File: config.mk
export PLATFORM = sky130hd
export DESIGN_NAME = bcd_addsub
export DESIGN_NICKNAME = d
export VERILOG_FILES = /design/src/rtl/bcd_addsub_pkg.sv /design/src/rtl/bcd_digit_stage.sv /design/src/rtl/bcd_ripple.sv /design/src/rtl/bcd_nines.sv /design/src/rtl/bcd_rst_sync.sv /design/src/rtl/bcd_addsub.sv
export SDC_FILE = /design/constraint.sdc
export NUM_CORES = 1
export LEC_CHECK = 0
export ABC_AREA = 1
export BUFFER_PORTS_ARGS = -buffer_cell sky130_fd_sc_hd__buf_2
export CAP_MARGIN = 25
export CORE_ASPECT_RATIO = 1.4
export CORE_MARGIN = 5
export CORE_UTILIZATION = 40
export CTS_CLUSTER_DIAMETER = 100
export DETAILED_ROUTE_END_ITERATION = 10
export MAX_ROUTING_LAYER = met4
export PLACE_DENSITY = 0.71
export SYNTH_ARGS = -nofsm -noshare
export SYNTH_HDL_FRONTEND = slang
export SYNTH_SLANG_ARGS = --single-unit
File: constraint.sdc
create_clock -name clk -period 1.3 [get_ports clk]
set_clock_uncertainty 0.15 [all_clocks]
set_input_delay 0.26 -clock clk [delete_from_list [all_inputs] [get_ports clk]]
set_output_delay 0.26 -clock clk [all_outputs]
set_load 0.01 [all_outputs]
File: src/rtl/bcd_addsub_pkg.sv
package bcd_addsub_pkg;
  localparam int DIGIT_W = 4;
  localparam logic [DIGIT_W-1:0] DIGIT_MAX = 4'd9;

  typedef enum logic {
    OP_ADD = 1'b0,
    OP_SUB = 1'b1
  } bcd_op_e;

  function automatic logic digit_bad(input logic [DIGIT_W-1:0] d);
    return d > DIGIT_MAX;
  endfunction
endpackage

File: src/rtl/bcd_digit_stage.sv
module bcd_digit_stage
  import bcd_addsub_pkg::*;
(
  input  logic [DIGIT_W-1:0] x,
  input  logic [DIGIT_W-1:0] y,
  input  logic               ci,
  output logic [DIGIT_W-1:0] s,
  output logic               co
);
  logic [DIGIT_W:0] raw_sum;
  logic             fix;

  always_comb begin
    raw_sum = {1'b0, x} + {1'b0, y} + {{DIGIT_W{1'b0}}, ci};
    fix     = raw_sum > {1'b0, DIGIT_MAX};
    s       = fix ? (raw_sum[DIGIT_W-1:0] + 4'd6) : raw_sum[DIGIT_W-1:0];
    co      = fix;
  end
endmodule

File: src/rtl/bcd_ripple.sv
module bcd_ripple
  import bcd_addsub_pkg::*;
#(
  parameter int DIGITS = 4,
  localparam int W = DIGITS * DIGIT_W
) (
  input  logic [W-1:0] x,
  input  logic [W-1:0] y,
  input  logic         ci,
  output logic [W-1:0] s,
  output logic         co
);
  logic [DIGITS:0] c;
  assign c[0] = ci;

  for (genvar k = 0; k < DIGITS; k++) begin : g_stage
    bcd_digit_stage u_stage (
      .x (x[k*DIGIT_W +: DIGIT_W]),
      .y (y[k*DIGIT_W +: DIGIT_W]),
      .ci(c[k]),
      .s (s[k*DIGIT_W +: DIGIT_W]),
      .co(c[k+1])
    );
  end

  assign co = c[DIGITS];
endmodule

File: src/rtl/bcd_nines.sv
module bcd_nines
  import bcd_addsub_pkg::*;
#(
  parameter int DIGITS = 4,
  localparam int W = DIGITS * DIGIT_W
) (
  input  logic [W-1:0] d,
  output logic [W-1:0] q
);
  for (genvar k = 0; k < DIGITS; k++) begin : g_dig
    assign q[k*DIGIT_W +: DIGIT_W] = DIGIT_MAX - d[k*DIGIT_W +: DIGIT_W];
  end
endmodule

File: src/rtl/bcd_rst_sync.sv
module bcd_rst_sync (
  input  logic clk,
  input  logic rst_n,
  output logic rst_sync_n
);
  logic [1:0] stg_q;

  always_ff @(posedge clk or negedge rst_n) begin
    if (!rst_n) stg_q <= 2'b00;
    else        stg_q <= {stg_q[0], 1'b1};
  end

  assign rst_sync_n = stg_q[1];
endmodule

File: src/rtl/bcd_addsub.sv
module bcd_addsub
  import bcd_addsub_pkg::*;
#(
  parameter int DIGITS = 4,
  localparam int W = DIGITS * DIGIT_W
) (
  input  logic         clk,
  input  logic         rst_n,
  input  logic         in_valid,
  input  logic         mode,
  input  logic [W-1:0] op_a,
  input  logic [W-1:0] op_b,
  output logic         out_valid,
  output logic [W-1:0] result,
  output logic         neg,
  output logic         carry,
  output logic         err
);
  logic         rst_i_n;
  logic [W-1:0] b_nines, b_eff, raw_sum, raw_nines, recomp;
  logic         end_c, unused_recomp_co;
  logic [2*DIGITS-1:0] bad_dig;

  logic [W-1:0] res_d, res_q;
  logic         neg_d, neg_q, car_d, car_q, err_d, err_q, vld_q;

  bcd_rst_sync u_rst (.clk(clk), .rst_n(rst_n), .rst_sync_n(rst_i_n));

  bcd_nines #(.DIGITS(DIGITS)) u_nb (.d(op_b), .q(b_nines));

  assign b_eff = (bcd_op_e'(mode) == OP_SUB) ? b_nines : op_b;

  bcd_ripple #(.DIGITS(DIGITS)) u_main (
    .x(op_a), .y(b_eff), .ci(mode), .s(raw_sum), .co(end_c)
  );

  bcd_nines #(.DIGITS(DIGITS)) u_nr (.d(raw_sum), .q(raw_nines));

  bcd_ripple #(.DIGITS(DIGITS)) u_fix (
    .x(raw_nines), .y('0), .ci(1'b1), .s(recomp), .co(unused_recomp_co)
  );

  for (genvar k = 0; k < DIGITS; k++) begin : g_chk
    assign bad_dig[2*k]   = digit_bad(op_a[k*DIGIT_W +: DIGIT_W]);
    assign bad_dig[2*k+1] = digit_bad(op_b[k*DIGIT_W +: DIGIT_W]);
  end

  always_comb begin
    neg_d = (bcd_op_e'(mode) == OP_SUB) && !end_c;
    res_d = neg_d ? recomp : raw_sum;
    car_d = end_c;
    err_d = |bad_dig;
  end

  always_ff @(posedge clk or negedge rst_i_n) begin
    if (!rst_i_n) begin
      vld_q <= 1'b0;
      res_q <= '0;
      neg_q <= 1'b0;
      car_q <= 1'b0;
      err_q <= 1'b0;
    end else begin
      vld_q <= in_valid;
      if (in_valid) begin
        res_q <= res_d;
        neg_q <= neg_d;
        car_q <= car_d;
        err_q <= err_d;
      end
    end
  end

  assign out_valid = vld_q;
  assign result    = res_q;
  assign neg       = neg_q;
  assign carry     = car_q;
  assign err       = err_q;
endmodule

==> out/metrics.cfg <==
[synth]
syn_area_per_cell_um2=6.926
syn-num-nets=527
yosys_register_bits=22
synth_cells=441
netlist_area_mm2=0.003054
yosysUniqueCellTypes=35
synth_warnings=0
ys_seq_area_share_pct=18.03

[final_layout]
finalInstanceArea_mm2=0.004861
fillers=621
n_antenna_cell=0
most-common-layout-cells=nand2_1 (118), buf_4 (106), inv_1 (52), buf_2 (52), nand3_1 (32)
area_growth_syn_to_layout_pct=59.16
nets=697
layout_commonest_cell=nand2_1
layout-drive-gt1-share_pct=48.60

[timing]
slew_violations=0
finalHoldViolCount=0
fmax_ghz=0.1399
fin_crit_sh_pct=549.7
period_needed_ps=7146
rsz0062_at_grt=true
finalSetupViolations=17
timing.final.ws_setup_ps=-5846

[placed_design]
dp.final_hpwl_mm=6.631
port_buffers=55
place_congestion=0.8733
post_dp_cell_area_mm2=0.004308

[grt]
first_global_vias=3345
grt_use_total_pct=17.44
grt_max_degree=24
grt_overflow=0
antenna_found_initial=0
grt_pass1_wl_mm=13.90

[detailed_routing]
firstDrtPassIters=4
via_per_inst=4.708
vias=3324
wirelength_mm=8.234
ant_nets=0
drt_iter0_drc=121
drc=0
wire_per_inst_um=11.66

[pwr]
power.leakage_nw=2.619
powerDensity_mw_per_mm2=3026
power_w=0.01471
ir_worst_vdd_mv=1.701

[floorplan]
rows=37
coreArea_mm2=0.007407
die_x_um=83.85
io_pins=56
die_height_um=113.4
initial_utilization_pct=41.23
die-area_mm2=0.009508

[outcome]
outcome=finished, violations left
violations=setup timing

[critical_path]
critPathRequiredTime_ps=1290
crit_top_cell=nand2_4
worstPathArrival_ps=7140
r2r_slack_ps=500
worstReg2RegStart=result[5]
critical-path-slowest-cell=fa_2
worstReg2RegEnd=result[5]
cp-start-kind=input pin
crit_family=adder cells
endpoint_kind=flip-flop
cpPeakStageDelay_ps=380
rr_worst_depth=2
worst-path-buf-inv=10
worstSetupPathType=input pin to flip-flop
critPathMaxFanout=4

[min_path]
hp-class=flip-flop to asynchronous set/reset pin

[clocking]
htree_levels=1
cts.clk_slew.worst_paths_ps=70
clockBufferDepth=2
cts_buffers=3
root_buffer=clkbuf_8
clock-sinks=22
worst_skew_pair.late_latency_ps=250
cts_tree=yes

[run]
maxCapViolCount=0

[through the flow]
| step | hold WS [ps] | TNS, ps | std cells | util [%] | setup slack, ps |
|---|---|---|---|---|---|
| 3_3_place_gp | -105.1 | -91380 | 681 | 58.16 | -6055 |
| 4_1_cts | 65.63 | -97210 | 700 | 62.04 | -5891 |
| 5_1_grt | 100.6 | -93910 | 706 | 65.63 | -6217 |
| 6_report | 50.41 | -88440 | 706 | 65.63 | -5846 |
| 3_5_place_dp | -99.27 | -94360 | 681 | 58.16 | -6221 |
| 2_1_floorplan | -185.6 | -85230 | 441 | - | -5809 |
[layout make-up]
cell class              instances  area [um2]  share of cell area (%)
repair inverters                1       8.758                  0.1802
clock buffers                   3       41.29                  0.8494
repair buffers                171        1219                   25.07
flip-flops and latches         22       550.5                   11.33
multi-input cells             345        2649                   54.49
inverters                      67       271.5                   5.586
well taps                      97       121.4                   2.497
[what timing repair did]
item                       4_1_cts  5_1_grt
setup endpoints to repair       17       18
cloned                           1        0
buffers inserted                14       14
hold buffers                     1        0
hold endpoints to repair         2        0
pin swaps                       16       21
gates resized for setup         36       50
[report_power, final]
part           total, W  switching (W)  internal (W)
sequential      0.00107       0.000134      0.000937
combinational    0.0132        0.00641       0.00683
clock          0.000392       0.000186      0.000206
total            0.0147        0.00673       0.00798
[sequential cells by signal, indices dropped and copies added (netlist names)]
register     count
result          16
u_rst.stg_q      2
carry            1
err              1
neg              1
out_valid        1
[cell families (layout without fill, tap and decap cells)]
family                     after synthesis  in the layout  synth area share [%]
xor gates and xnor gates                19             19                 5.694
AOI/OAI and AO/OA                       47             47                 8.071
buffers and inverters                   74            242                 9.545
and+or+nand+nor                        225            225                 35.23
DFF                                     22             22                 18.03
adders and majority gates               50             50                 22.20
other                                    1              1                0.1228
muxes                                    3              3                 1.106
[worst max path at each step]
| stage | slack, ps | endpoint | startpoint | cells after the start |
|---|---|---|---|---|
| after global placement | -6060 | result[15] | op_b[1] | 56 |
| after detailed placement | -6220 | result[14] | op_b[1] | 54 |
| after CTS | -5890 | result[14] | op_b[1] | 54 |
| after global routing | -6220 | result[15] | op_b[1] | 53 |
| final | -5850 | result[13] | op_b[1] | 52 |
| after floorplan | -5810 | result[14] | mode | 54 |
[Yosys cell counts, drive strengths merged]
cell | number | area share, %
or2 | 2 | 0.41
nor3 | 1 | 0.16
nand3 | 43 | 7.9
conb | 1 | 0.12
nand2b | 2 | 0.66
o21bai | 1 | 0.25
ha | 43 | 18
a21oi | 21 | 3.7
nor2 | 6 | 0.82
o21ai | 24 | 3.9
clkbuf | 3 | 0.37
a31oi | 1 | 0.20
clkinv | 1 | 0.12
nand4 | 4 | 0.82
buf | 4 | 0.94
nand3b | 6 | 1.6
xor2 | 6 | 1.7
mux2 | 3 | 1.1
inv | 66 | 8.1
xnor2 | 13 | 4.0
nand2 | 161 | 23
fa | 7 | 4.6
dfrtp | 22 | 18
[layer usage]
metal	track usage, %	routed length (um)	part of all wire, %	vias to the layer above
met5	-	0	0	-
met4	4.077	91	1.1	0
met3	1.445	221	2.7	10
met2	32.77	4389	53	52
met1	20.01	3532	43	1524
li1	-	-	-	1738
Note: power is estimated with default switching activity, not from simulation.
